$ cat config.mk
export PLATFORM = sky130hd
export DESIGN_NAME = spm_regfile
export DESIGN_NICKNAME = d
export VERILOG_FILES = /design/src/rtl/spm_pkg.sv /design/src/rtl/spm_ptr.sv /design/src/rtl/spm_array.sv /design/src/rtl/spm_decode.sv /design/src/rtl/spm_regfile.sv
export SDC_FILE = /design/constraint.sdc
export NUM_CORES = 1
export LEC_CHECK = 0
export ABC_AREA = 1
export BUFFER_PORTS_ARGS = -buffer_cell sky130_fd_sc_hd__buf_4
export CORE_UTILIZATION = 50
export DETAILED_ROUTE_END_ITERATION = 12
export GPL_TIMING_DRIVEN = 0
export PLACE_DENSITY = 0.66
export SLEW_MARGIN = 20
export SYNTH_ARGS = -nofsm -noshare
export SYNTH_HDL_FRONTEND = slang
export SYNTH_HIERARCHICAL = 1
export SYNTH_SLANG_ARGS = --single-unit
export TNS_END_PERCENT = 1
$ cat constraint.sdc
create_clock -name clk -period 4.1 [get_ports clk]
set_clock_uncertainty 0.05 [all_clocks]
set_input_delay 0.205 -clock clk [delete_from_list [all_inputs] [get_ports clk]]
set_output_delay 0.205 -clock clk [all_outputs]
set_load 0.02 [all_outputs]
$ cat src/rtl/spm_pkg.sv
package spm_pkg;
  typedef enum logic [3:0] {
    OP_IDLE   = 4'd0,
    OP_SET_HI = 4'd1,
    OP_SET_LO = 4'd2,
    OP_SET_PT = 4'd3,
    OP_RD_IND = 4'd4,
    OP_WR_IND = 4'd5,
    OP_DEC    = 4'd6,
    OP_RD_DIR = 4'd7,
    OP_WR_DIR = 4'd8
  } spm_op_e;

  typedef enum logic [1:0] {
    STEP_HOLD  = 2'd0,
    STEP_UP    = 2'd1,
    STEP_DOWN  = 2'd2,
    STEP_HOLD2 = 2'd3
  } spm_step_e;
endpackage

$ cat src/rtl/spm_ptr.sv
module spm_ptr #(
  parameter int HALF_W = 3,
  localparam int PTR_W = 2 * HALF_W
) (
  input  logic              clk,
  input  logic              rst_n,
  input  logic              ld_hi,
  input  logic              ld_lo,
  input  logic              ld_all,
  input  logic              step_up,
  input  logic              step_dn,
  input  logic [HALF_W-1:0] half_val,
  input  logic [PTR_W-1:0]  full_val,
  output logic [PTR_W-1:0]  ptr_q
);
  logic [HALF_W-1:0] hi_q, lo_q, hi_d, lo_d;
  logic              en;

  always_comb begin
    hi_d = hi_q;
    lo_d = lo_q;
    if (ld_all) begin
      hi_d = full_val[PTR_W-1:HALF_W];
      lo_d = full_val[HALF_W-1:0];
    end else if (ld_hi) begin
      hi_d = half_val;
    end else if (ld_lo) begin
      lo_d = half_val;
    end else if (step_up) begin
      lo_d = lo_q + 1'b1;
    end else if (step_dn) begin
      lo_d = lo_q - 1'b1;
    end
  end

  assign en = ld_all | ld_hi | ld_lo | step_up | step_dn;

  always_ff @(posedge clk or negedge rst_n) begin
    if (!rst_n) begin
      hi_q <= '0;
      lo_q <= '0;
    end else if (en) begin
      hi_q <= hi_d;
      lo_q <= lo_d;
    end
  end

  assign ptr_q = {hi_q, lo_q};
endmodule

$ cat src/rtl/spm_array.sv
module spm_array #(
  parameter int DATA_W = 8,
  parameter int ADDR_W = 6,
  localparam int DEPTH = 1 << ADDR_W
) (
  input  logic              clk,
  input  logic              we,
  input  logic [ADDR_W-1:0] addr,
  input  logic [DATA_W-1:0] wval,
  output logic [DATA_W-1:0] rval
);
  logic [DATA_W-1:0] cells [DEPTH];

  always_ff @(posedge clk) begin
    if (we) begin
      cells[addr] <= wval;
    end
  end

  assign rval = cells[addr];
endmodule

$ cat src/rtl/spm_decode.sv
module spm_decode
  import spm_pkg::*;
#(
  parameter int DIR_W     = 4,
  parameter int DIR_CELLS = 12
) (
  input  logic [3:0]       op,
  input  logic [1:0]       mode,
  input  logic [DIR_W-1:0] fld,
  output logic             ld_hi,
  output logic             ld_lo,
  output logic             ld_all,
  output logic             rd_ind,
  output logic             wr_ind,
  output logic             dec_cell,
  output logic             rd_dir,
  output logic             wr_dir,
  output logic             dir_ok,
  output logic             step_up,
  output logic             step_dn
);
  spm_op_e   opc;
  spm_step_e stp;
  logic      ind_acc;

  assign opc = spm_op_e'(op);
  assign stp = spm_step_e'(mode);

  always_comb begin
    ld_hi    = 1'b0;
    ld_lo    = 1'b0;
    ld_all   = 1'b0;
    rd_ind   = 1'b0;
    wr_ind   = 1'b0;
    dec_cell = 1'b0;
    rd_dir   = 1'b0;
    wr_dir   = 1'b0;
    case (opc)
      OP_SET_HI: ld_hi    = 1'b1;
      OP_SET_LO: ld_lo    = 1'b1;
      OP_SET_PT: ld_all   = 1'b1;
      OP_RD_IND: rd_ind   = 1'b1;
      OP_WR_IND: wr_ind   = 1'b1;
      OP_DEC:    dec_cell = 1'b1;
      OP_RD_DIR: rd_dir   = 1'b1;
      OP_WR_DIR: wr_dir   = 1'b1;
      default:   ;
    endcase
  end

  assign ind_acc = rd_ind | wr_ind;
  assign step_up = ind_acc & (stp == STEP_UP);
  assign step_dn = ind_acc & (stp == STEP_DOWN);
  assign dir_ok  = (fld < DIR_W'(DIR_CELLS));
endmodule

$ cat src/rtl/spm_regfile.sv
module spm_regfile #(
  parameter int DATA_W    = 8,
  parameter int HALF_W    = 3,
  parameter int DIR_W     = 4,
  parameter int DIR_CELLS = 12,
  localparam int PTR_W    = 2 * HALF_W
) (
  input  logic              clk,
  input  logic              rst_n,
  input  logic [3:0]        op,
  input  logic [1:0]        mode,
  input  logic [DIR_W-1:0]  fld,
  input  logic [DATA_W-1:0] wdata,
  output logic [DATA_W-1:0] rdata,
  output logic [PTR_W-1:0]  ptr,
  output logic              lo_max
);
  logic ld_hi, ld_lo, ld_all, rd_ind, wr_ind, dec_cell, rd_dir, wr_dir;
  logic dir_ok, step_up, step_dn;
  logic [PTR_W-1:0]  cell_addr, dir_cell;
  logic [DATA_W-1:0] cell_val, dec_val, wr_val, rdata_d, rdata_q;
  logic              we, rd_en;

  spm_decode #(.DIR_W(DIR_W), .DIR_CELLS(DIR_CELLS)) u_dec (
    .op(op), .mode(mode), .fld(fld),
    .ld_hi(ld_hi), .ld_lo(ld_lo), .ld_all(ld_all),
    .rd_ind(rd_ind), .wr_ind(wr_ind), .dec_cell(dec_cell),
    .rd_dir(rd_dir), .wr_dir(wr_dir), .dir_ok(dir_ok),
    .step_up(step_up), .step_dn(step_dn)
  );

  spm_ptr #(.HALF_W(HALF_W)) u_ptr (
    .clk(clk), .rst_n(rst_n),
    .ld_hi(ld_hi), .ld_lo(ld_lo), .ld_all(ld_all),
    .step_up(step_up), .step_dn(step_dn),
    .half_val(fld[HALF_W-1:0]), .full_val(wdata[PTR_W-1:0]),
    .ptr_q(ptr)
  );

  generate
    if (PTR_W > DIR_W) begin : g_dir_pad
      assign dir_cell = {{(PTR_W-DIR_W){1'b0}}, fld};
    end else begin : g_dir_cut
      assign dir_cell = fld[PTR_W-1:0];
    end
  endgenerate

  assign cell_addr = (rd_dir | wr_dir) ? dir_cell : ptr;
  assign dec_val   = cell_val - 1'b1;
  assign wr_val    = dec_cell ? dec_val : wdata;
  assign we        = wr_ind | dec_cell | (wr_dir & dir_ok);

  spm_array #(.DATA_W(DATA_W), .ADDR_W(PTR_W)) u_arr (
    .clk(clk), .we(we), .addr(cell_addr), .wval(wr_val), .rval(cell_val)
  );

  always_comb begin
    rdata_d = rdata_q;
    if (rd_ind)        rdata_d = cell_val;
    else if (dec_cell) rdata_d = dec_val;
    else if (rd_dir)   rdata_d = dir_ok ? cell_val : '0;
  end

  assign rd_en = rd_ind | dec_cell | rd_dir;

  always_ff @(posedge clk or negedge rst_n) begin
    if (!rst_n)     rdata_q <= '0;
    else if (rd_en) rdata_q <= rdata_d;
  end

  assign rdata  = rdata_q;
  assign lo_max = &ptr[HALF_W-1:0];
endmodule

; ---- Word level (Yosys, flattened, before mapping)
; Memories as Yosys holds them, arrays and structs flattened.
; Cells that the tools add are included.
; W data, S select, Z words.
[word_totals]
reg_bits = 14
latch_bits = 0
mem_bits_rw = 512
mem_bits_ro = 0
output_inout_bits = 15
wordCells = 62
n_memories = 1
[mem_list]
columns = name, depth, word_bits, read_ports, rd_ports_with_merged_regs, wr, line_no
row1 = u_arr.cells, 64, 8, 1, 0, 1, spm_array.sv:12  ; logic [DATA_W-1:0] cells [DEPTH];
[op_classes]
n_addsub = 3
n_mul = 0
div_mod_pow = 0
magnitude_cmp = 1
n_eq_ne = 11
shift = 0
muxes = 23
bitwise_logic = 13
n_reduce_logical = 7
[op_table]
columns = op, count
row1 = $mux W8, 5
row2 = $mux W3, 7
row3 = $eq A4 B3 Y1 const B, 4
row4 = $mux W1, 10
row5 = $or A1 B1 Y1, 10
row6 = $eq A4 B2 Y1 const B, 2
row7 = $sub A8 B1 Y8 const B, 1
row8 = $mux W6, 1
row9 = $reduce_and A3 Y1, 2
row10 = $eq A4 B1 Y1 const B, 1
row11 = $eq A4 B4 Y1 const B, 1
row12 = $lt A4 B4 Y1 const B, 1
row13 = $reduce_and A2 Y1, 2
row14 = $reduce_bool A4 Y1, 1
row15 = $add A3 B1 Y3 const B, 1
row16 = $and A1 B1 Y1, 3
row17 = $reduce_bool A3 Y1, 1
row18 = $sub A3 B1 Y3 const B, 1
row19 = $eq A2 B1 Y1 const B, 1
row20 = $eq A2 B2 Y1 const B, 1
row21 = $ne A2 B2 Y1 const B, 1
row22 = $reduce_bool A2 Y1, 1

; ---- Logic depth before layout (Yosys ltp)
; Gate-level depths: netlist of run 1.
[logic_depth]
ltp_word = 9
depth_mapped = 27
ltp_nobuf = 25

; ---- Cells and area by module
; Netlist of run 1, hierarchy kept.
[by_module_without_submodules]
columns = module, instances, cells_each, area_each_um2
row1 = spm_array, 1, 2159, 21884.7
row2 = spm_regfile, 1, 123, 750.7
row3 = spm_ptr, 1, 59, 406.6
row4 = spm_decode, 1, 25, 108.9

; ---- Least setup slack after synthesis of run 1
; Ideal clock, no wire load.
[synth_timing]
kind = input to register
startpoint = in op[3]
endpoint = mem u_arr.cells[0][2], data pin
setup_time_ns = 0.348
arrival_time_ns = 3.363
required_ns = 3.702
slack_ns = 0.339
path_stages = 25
cell_sequence = inv_1 -> nand2_1 -> nor2_1 -> nor2_1 -> inv_1 -> nand2_1 -> o21ai_0 -> buf_6 -> buf_6 -> buf_6 -> nand2_1 -> nand2_1 -> nand2_1 -> nand2_1 -> nand2_1 -> nand2_1 -> nand2_1 -> nand2_1 -> nor2_1 -> nand2_1 -> inv_2 -> ha_1 -> or2_1 -> a21oi_2 -> a21o_1
[synth_between]
elab_chain_cells = 7
[synth_lines]
columns = element, line_no
row1 = from (decl), spm_regfile.sv:10  ; input logic [3:0] op,
row2 = $eq A4 B3 Y1, spm_decode.sv:38  ; case (opc)
row3 = $mux W1, spm_decode.sv:38
row4 = net rd_dir, spm_regfile.sv:18  ; logic ld_hi, ld_lo, ld_all, rd_ind, wr_ind, dec_cell, rd_dir, wr_dir;
row5 = $or A1 B1 Y1, spm_regfile.sv:48  ; assign cell_addr = (rd_dir | wr_dir) ? dir_cell : ptr;
row6 = $mux W6, spm_regfile.sv:48
row7 = net cell_addr[0], spm_regfile.sv:20  ; logic [PTR_W-1:0] cell_addr, dir_cell;
row8 = $mem_v2 Z64 W8, -
row9 = net cell_val[0], spm_regfile.sv:21  ; logic [DATA_W-1:0] cell_val, dec_val, wr_val, rdata_d, rdata_q;
row10 = $sub A8 B1 Y8, spm_regfile.sv:49  ; assign dec_val = cell_val - 1'b1;
row11 = $mux W8, spm_regfile.sv:50  ; assign wr_val = dec_cell ? dec_val : wdata;
row12 = net wr_val[2], spm_regfile.sv:21
row13 = to (decl), spm_array.sv:12
; The timed path passes the listed nets, and every way through them passes these cells.

; ---- Final worst setup path of run 1
[layout_timing]
startpoint = reg u_ptr.hi_q[1]
endpoint = mem u_arr.cells[37][2], data pin
[layout_between]
elab_chain_cells = 4
[layout_lines]
columns = element, line_no
row1 = from (decl), spm_ptr.sv:16  ; logic [HALF_W-1:0] hi_q, lo_q, hi_d, lo_d;
row2 = from (signal assigned), spm_ptr.sv:43  ; hi_q <= hi_d;
row3 = $mux W6, spm_regfile.sv:48
row4 = net cell_addr[4], spm_regfile.sv:20
row5 = $mem_v2 Z64 W8, -
row6 = net cell_val[1], spm_regfile.sv:21
row7 = $sub A8 B1 Y8, spm_regfile.sv:49
row8 = $mux W8, spm_regfile.sv:50
row9 = net wr_val[2], spm_regfile.sv:21
; The timed path passes the listed nets, and every way through them passes these cells.

==> results.md, run 1 <==
Yosys:
- The count of warnings emitted by yosys is 6.
- Yosys mapped a number of flops with a built-in enable equal to 512.
- The synthesized area per cell is 9.785 sq um.
- The number of distinct standard cells referenced by the synthesized netlist is 39.
- The number of nets handed over by synthesis was 2388.
- For this run, the leading register cell type out of synthesis is edfxtp_1.
- The post-synthesis cell count is 2366.
- In this run, synthesis produced a sequential element count of 526.
- Counting flops with an async set or reset pin after synthesis yields a share of 0.02662.
- The share of the yosys chip area belonging to registers is 0.6792.
- In this run the cell area of the synthesized design comes to 23150 sq um.

Setup path:
- The arrival time of the worst setup path is 4.48 ns.
- The maximum fanout count along the critical path is 32.
- STA puts the critical path data required time at 4.47 ns.
- The endpoint kind of the worst setup timing path is a flop.
- The class of the most critical setup path is reg -> reg.
- The startpoint type of the worst setup path is a flop.

Placed design:
- After legalization and detailed placement, the total HPWL measured 43210 microns.
- The global placement routability congestion is 0.9495.
- The number of I/O port buffers is 34.
- Before CTS, the worst setup slack after placement is -0.8171 ns.

Power:
- The static leakage is 11.05 nW.
- The largest voltage drop on the vdd net is 0.0003732 V.
- The areal power density over the cells is 604.0 nW/um^2.

Final layout:
- The library cells used most frequently in the layout, excluding fill and tap cells, are nand2_1, edfxtp_1, nor2_1.
- The share of the core filled with cells in the final layout is 0.5780.
- In the final layout, the share of cells above drive strength 1 is 0.1021.
- The repair_antennas step left the layout with diodes totalling 0.
- The number of nets in the final layout is 2506.
- Compared with the post-synthesis result, the final layout area differs by 13.54%.
- The number of filler instances in the final layout is 3870.
- The commonest non-fill, non-tap cell in the layout is nand2_1.

STA:
- The slew at the pin with the worst max-slew slack is 1.103 ns.
- The number of hold violations in the final report is 0.
- The number of pins with negative max-slew slack in the final report is 0.
- The final worst slack is -0.004135 ns.
- The highest clock frequency the design can meet is 0.2437 GHz.
- After routing, the total negative slack on setup checks comes to -0.01669 ns.
- The hold slack is 0.09789 ns.
- The post-route minimum period is 4.104 ns.
- Setup repair after global routing could not meet its margin everywhere.
- Dividing the final minimum period by the clock period gives 1.001.
- The worst max-slew margin expressed relative to the limit is 0.2621.
- Setup violations remaining at the end of the flow were counted as 6.

Clock tree:
- Counting the buffers created by CTS gives 52.
- In this run the deepest clock path goes through 3 buffers.
- CTS built an H-tree with a depth of 2.
- The insertion delay of the later-clocked pin in the worst-skew pair is 0.61 ns.
- The clock sink count is 526.
- The TritonCTS clock tree is done.
- CTS placed an instance of clkbuf_16 at the clock tree root.
- The clock-pin slew on the worst setup and hold paths is 0.06 ns.

Global route:
- The global-route wire length before repair is 96460 microns.
- The combined global-route utilization of all metal layers is 0.2786.
- The initial antenna violation count is 0.
- Entering global routing, the biggest net connects 65 pins.
- The remaining global-route overflow is 0.
- The via count of the first global-routing pass is 16020.

Routing:
- The first TritonRoute pass finished after 6 iterations.
- After the first detailed-routing iteration, the DRC count stood at 2082.
- Once detail routing completed, the nets flagged for antenna violations numbered 0.
- The average detailed-routed wire length per instance is 21.21 microns.
- After detailed routing, the number of vias per cell comes to 5.409.
- The detailed router placed 16910 vias in this run.
- The overall routed net length is 66310 microns.
- The remaining design rule violation count is 0.

Run status:
- The final reports fail on negative setup slack.
- The flow ran to the end, but the final reports show violations.

Die:
- Measured along the y axis, the die boundary spans 217.2 microns.
- The core region is 45480 sq um.
- The number of placed I/O pins is 35.
- The die covers 47170 sq um.
- After floorplanning, the core was divided into 78 placement rows.
- The width of the die is 217.2 microns.
- The starting utilization of the core area is 0.5091.

Flow run:
- The max-cap check violation count is 0.

Min path:
- The worst min-delay path category is in -> reg.
## cells by family (layout without fill, tap and decap cells)
group                    count (synthesis)  count (layout)  synth area share
AO/OA/AOI/OAI                           42              43           0.01065
AND/OR/NAND/NOR                       1632            1636            0.2723
flip-flops                             526             526            0.6792
adder cells (fa/ha/maj)                  2               2          0.001405
buffers and inverters                  164             319           0.03643
## registers in the layout (all words and copies together) (netlist names)
| signal | cells |
|---|---|
| u_ptr/hi_q | 3 |
| rdata | 8 |
| u_arr/cells | 512 |
| u_ptr/lo_q | 3 |
## worst paths after layout
path	startpoint	to	depth (start not counted)	slack, ns
min in group asynchronous	rst_n	u_ptr/hi_q[0]	3	0.67
min	wdata[2]	u_arr/cells[41][2]	2	0.1
max reg2reg	u_ptr/hi_q[1]	u_arr/cells[37][2]	15	-0.004
min reg2reg	rdata[0]	rdata[0]	2	0.47
max in group asynchronous	rst_n	u_ptr/lo_q[0]	3	2.86
max	u_ptr/hi_q[1]	u_arr/cells[37][2]	15	-0.004
## stage by stage
step	instance area (sq um)	total power, mW	instances
floorplan	23150	9.394	2366
global placement	24160	11.19	3000
detailed placement	24330	11.26	3007
CTS	26100	15.73	3117
global route	26290	16.55	3126
finish	26290	15.88	3126
## layout make-up
| type | count | area [sq um] | share of cell area |
|---|---|---|---|
| buffer | 104 | 641.9 | 0.02442 |
| clock buffer | 66 | 1396 | 0.05312 |
| clock inverter | 30 | 167.7 | 0.006378 |
| inverter | 60 | 232.7 | 0.008853 |
| multi-input combinational | 1681 | 6823 | 0.2596 |
| sequential | 526 | 15730 | 0.5983 |
| tap | 600 | 750.7 | 0.02856 |
| timing repair buffer | 59 | 548.0 | 0.02085 |
## layer usage
layer | global-route usage | part of all wire | wire, microns
met5 | 0 | 0 | 0
met4 | 0.1183 | 0.036 | 2407
met3 | 0.04305 | 0.097 | 6440
met2 | 0.4564 | 0.47 | 31230
met1 | 0.3703 | 0.40 | 26230
## report_power, final
group	switching [mW]	internal, mW
logic	3.85	1.42
clock network	1.99	2.46
registers	0.0586	6.09
total	5.90	9.97
## critical path, stage by stage, from the launching register on
cell	delay (ns)
dfrtp_1	0.38
inv_1	0.06
nor2_1	0.21
buf_2	0.23
inv_1	0.13
nor3_2	0.87
nand2_1	0.14
nand2_1	0.27
nor2_4	0.08
nand2_1	0.16
inv_1	0.09
ha_1	0.23
or2_1	0.25
a21oi_2	0.37
a21o_4	0.18
buf_12	0.20
## synthesized netlist by cell type (5+ instances only)
| library cell | n | area share |
|---|---|---|
| a21oi_1 | 14 | 0.0030 |
| buf_2 | 53 | 0.011 |
| buf_4 | 7 | 0.0023 |
| buf_6 | 17 | 0.0083 |
| clkbuf_1 | 23 | 0.0037 |
| dfrtp_1 | 14 | 0.015 |
| edfxtp_1 | 512 | 0.66 |
| inv_1 | 49 | 0.0079 |
| inv_2 | 8 | 0.0013 |
| nand2_1 | 1449 | 0.23 |
| nand3_1 | 28 | 0.0061 |
| nand4_1 | 7 | 0.0019 |
| nor2_1 | 118 | 0.019 |
| nor2_2 | 6 | 0.0016 |
| nor3_2 | 8 | 0.0035 |
| o211ai_1 | 5 | 0.0016 |
| o21ai_0 | 6 | 0.0013 |
| o21ai_1 | 9 | 0.0019 |
## timing repair
action	CTS	global route
hold buffers	14	0
cloned	0	5
resized for setup	20	24
setup endpoints to repair	640	382
buffers inserted	0	4
pin swaps	0	4
hold endpoints to repair	20	0
No activity file was read; power rests on OpenSTA's default activity.
==> inputs of run 2 (changes only) <==
--- a/config.mk
+++ b/config.mk
@@ -11,6 +11,7 @@
 export DETAILED_ROUTE_END_ITERATION = 12
 export GPL_TIMING_DRIVEN = 0
 export PLACE_DENSITY = 0.66
+export REMOVE_ABC_BUFFERS = 1
 export SLEW_MARGIN = 20
 export SYNTH_ARGS = -nofsm -noshare
 export SYNTH_HDL_FRONTEND = slang
==> run 2 against run 1 <==
Net effect: the flow now finishes without violations; sequential power about the same; register-to-register slack improved by 0.098 ns; clock power barely moved; total power is 1.0% lower; wire length is 15% lower; non-clock buffer count fell by 83; sequential share of layout area shrank 0.14 points; final cell count fell by 2.7%; combinational power is 3% lower; utilization rose by 0.13 points; maximum frequency increased by 2.4%; critical endpoint is now u_arr/cells[44][0]; largest cell class unchanged.
==> results.md, run 2 (synthesis gave the netlist of run 1 again) <==
Placed design:
- The number of I/O port buffers is 34.
- Including well taps, the total number of placed cells is 2924.
- The estimated wirelength of the detail-placed design is 32360 microns.
- The global placement routability congestion is 0.8907.
- Before CTS, the worst setup slack after placement is -1.128 ns.

Final layout:
- The number of standard cells in the layout, taps in and fillers out is 3042.
- The area used by multi-input combinational logic is 6882 sq um.
- The number of flip-flops under the largest register name is 512.
- Leaving out fill and tap cells, the most frequent cell in the layout is nand2_1.
- In the final layout, flip-flops and latches occupy 15730 sq um.
- The number of antenna diodes in the final layout is 0.
- Ranked by flip-flop count, first place goes to u_arr/cells.
- For this run, the post-layout net count is 2424.
- Of the cells placed in the final design, the portion with a size suffix greater than 1 is 0.08436.
- The number of filler instances in the final layout is 3838.
- Measured on the finished design, the core utilization comes to 0.5793.
- In the layout the commonest cells are nand2_1, edfxtp_1, nor2_1.
- From synthesis to final layout, the design area changed by 13.80%.

Min path:
- The worst min-delay path endpoint is rdata[1].
- In this run the worst hold path is classified as in -> reg.
- The number of cells on the worst hold path is 5.
- In this run the most critical hold path is launched from op[0].

Global route:
- The via count of the first global-routing pass is 15130.
- The first global-routing pass estimated 86670 microns of wire.
- Summed over all layers, the global routing overflow is 0.
- The combined global-route utilization of all metal layers is 0.2414.
- The largest net degree at the start of global routing is 97.
- The initial antenna violation count was 0.

Setup path:
- The arrival time of the worst setup path is 4.17 ns.
- Data on the critical path is required at its endpoint by 4.27 ns.
- The startpoint of the worst register-to-register path is u_ptr/lo_q[2].
- The endpoint identified for the worst register-to-register timing path is u_arr/cells[44][0].
- STA classifies the critical path startpoint as a flop.
- The maximum fanout count along the critical path is 61.
- The class of the most critical setup path is reg -> reg.
- The endpoint kind of the worst setup timing path is a flop.
- The depth of the worst register-to-register path is 6.
- The worst register-to-register path has a setup slack of 0.09 ns.

Clock tree:
- The clock drives 526 sinks.
- The cell sitting at the root of the clock tree is a clkbuf_16.
- Clock-pin slew was measured on the worst setup and hold paths at 0.06 ns.
- The maximum clock insertion buffer count is 3.
- The TritonCTS clock tree is done.
- The insertion delay of the later-clocked pin in the worst-skew pair is 0.60 ns.
- The deepest level of the CTS H-tree is 2.
- The number of buffers created by CTS is 52.

STA:
- In this run the tightest slew margin relative to its limit is 0.2930.
- The number of hold violations in the final report was 0.
- The number of pins with negative max-slew slack in the final report was 0.
- Based on the critical path, the design can be clocked at up to 0.2496 GHz.
- The final critical-path share of the clock period is 0.9771.
- The hold slack is 0.1090 ns.
- Setup repair after global routing could not meet its margin everywhere.
- In the post-route analysis, the smallest setup slack over all paths is 0.09398 ns.
- The post-route minimum period is 4.006 ns.
- Setup violations remaining at the end of the flow were counted as 0.
- At the pin with the least slew margin, the transition time is 1.057 ns.

Routing:
- The first detailed-routing pass took 6 iterations.
- Summing over every cut layer, the via total after detailed routing is 16030.
- The overall routed net length is 56450 microns.
- The post-detailed-route via-to-cell ratio is 5.269.
- The remaining design rule violation count is 0.
- The residual antenna-violating net count after detailed routing is 0.
- The average detailed-routed wire length per instance is 18.56 microns.
- The first-iteration detailed-routing DRC count is 1585.

Die:
- The initial utilization of the core area, before any placement, comes to 0.5091.
- In this run the standard cell core region covers 45480 sq um.
- The width of the die is 217.2 microns.
- The die is 217.2 microns tall.
- The floorplan step defined a die boundary enclosing 47170 sq um.
- The number of standard-cell rows in the floorplan is 78.
- 35 I/O pins were placed.

Run status:
- The flow ran to the end, and the final reports show no timing, DRC or antenna violations.

Power:
- IR analysis of the VDD net gives a maximum drop of 0.0006623 V.
- Power spread over the standard cell area amounts to 596.4 nW/um^2.
- The post-layout total power is 15.71 mW.
- The static leakage is 10.97 nW.

Flow run:
- The max-cap check violation count is 0.
## run 2: cell types whose count changed in the layout (fill, tap and decap cells not counted), moves of 4 or more
cell,before,now
clkbuf_2,5,0
clkinv_2,7,12
buf_2,45,2
inv_6,1,5
buf_16,0,23
buf_6,17,0
clkbuf_4,4,0
clkbuf_1,30,13
clkinv_1,20,9
buf_4,50,37
buf_1,4,0
nor2_1,111,116
## run 2: worst max-delay path by stage
stage	from	endpoint	slack, ns	depth (start not counted)
final	u_ptr/lo_q[2]	u_arr/cells[44][0]	0.09	6
after global routing	u_ptr/lo_q[2]	u_arr/cells[13][3]	-0.08	6
after CTS	u_ptr/lo_q[2]	u_arr/cells[34][4]	0.02	17
after floorplan	op[3]	u_arr/cells[0][7]	-23.82	21
after global placement	op[3]	u_arr/cells[60][4]	-52.98	24
after detailed placement	op[3]	u_arr/cells[13][4]	-1.13	27
## run 2: stage by stage
step,cell area [sq um],TNS [ns]
5_1_grt,26350,-1.793
3_5_place_dp,24360,-593.55
6_report,26350,0
2_1_floorplan,22540,-
3_3_place_gp,23550,-
4_1_cts,26240,0
## run 2: cell type report
cell class | count | area share
Inverter | 60 | 0.01007
Timing Repair Buffer | 80 | 0.04369
Clock buffer | 66 | 0.05219
Sequential cell | 526 | 0.5969
Clock inverter | 28 | 0.007456
Multi-Input combinational cell | 1682 | 0.2612
Tap cell | 600 | 0.02849
## run 2: power by group
group	switching (mW)	internal [mW]	leakage, nW
clock	1.95	2.50	0.776
sequential	0.0665	6.09	4.77
combinational	3.50	1.62	5.43
## run 2: metal layers
layer	wire length, microns	global-route usage	share of wire	vias up
met5	0	0	0	-
met4	1608	0.07183	0.028	0
met3	4746	0.04570	0.084	119
met2	26370	0.3955	0.47	621
met1	23720	0.3277	0.42	7558
li1	-	-	-	7729
## run 2: what timing repair did
action                                  in CTS  in global routing
hold buffers                                13                  0
buffers inserted                             4                  0
endpoints found under the setup margin     611                464
gates cloned                                 5                  2
endpoints found under the hold margin       20                  0
resized for setup                           14                 15
pin swaps                                    3                  2
## run 2: worst max-delay path: stages, from the launching register on
cell and delay [ns]:
dfrtp_1 0.42, inv_1 0.11, o21ai_4 0.59, clkinv_8 0.48
nor2_2 0.42, nand3_1 0.63, nor2_1 0.89
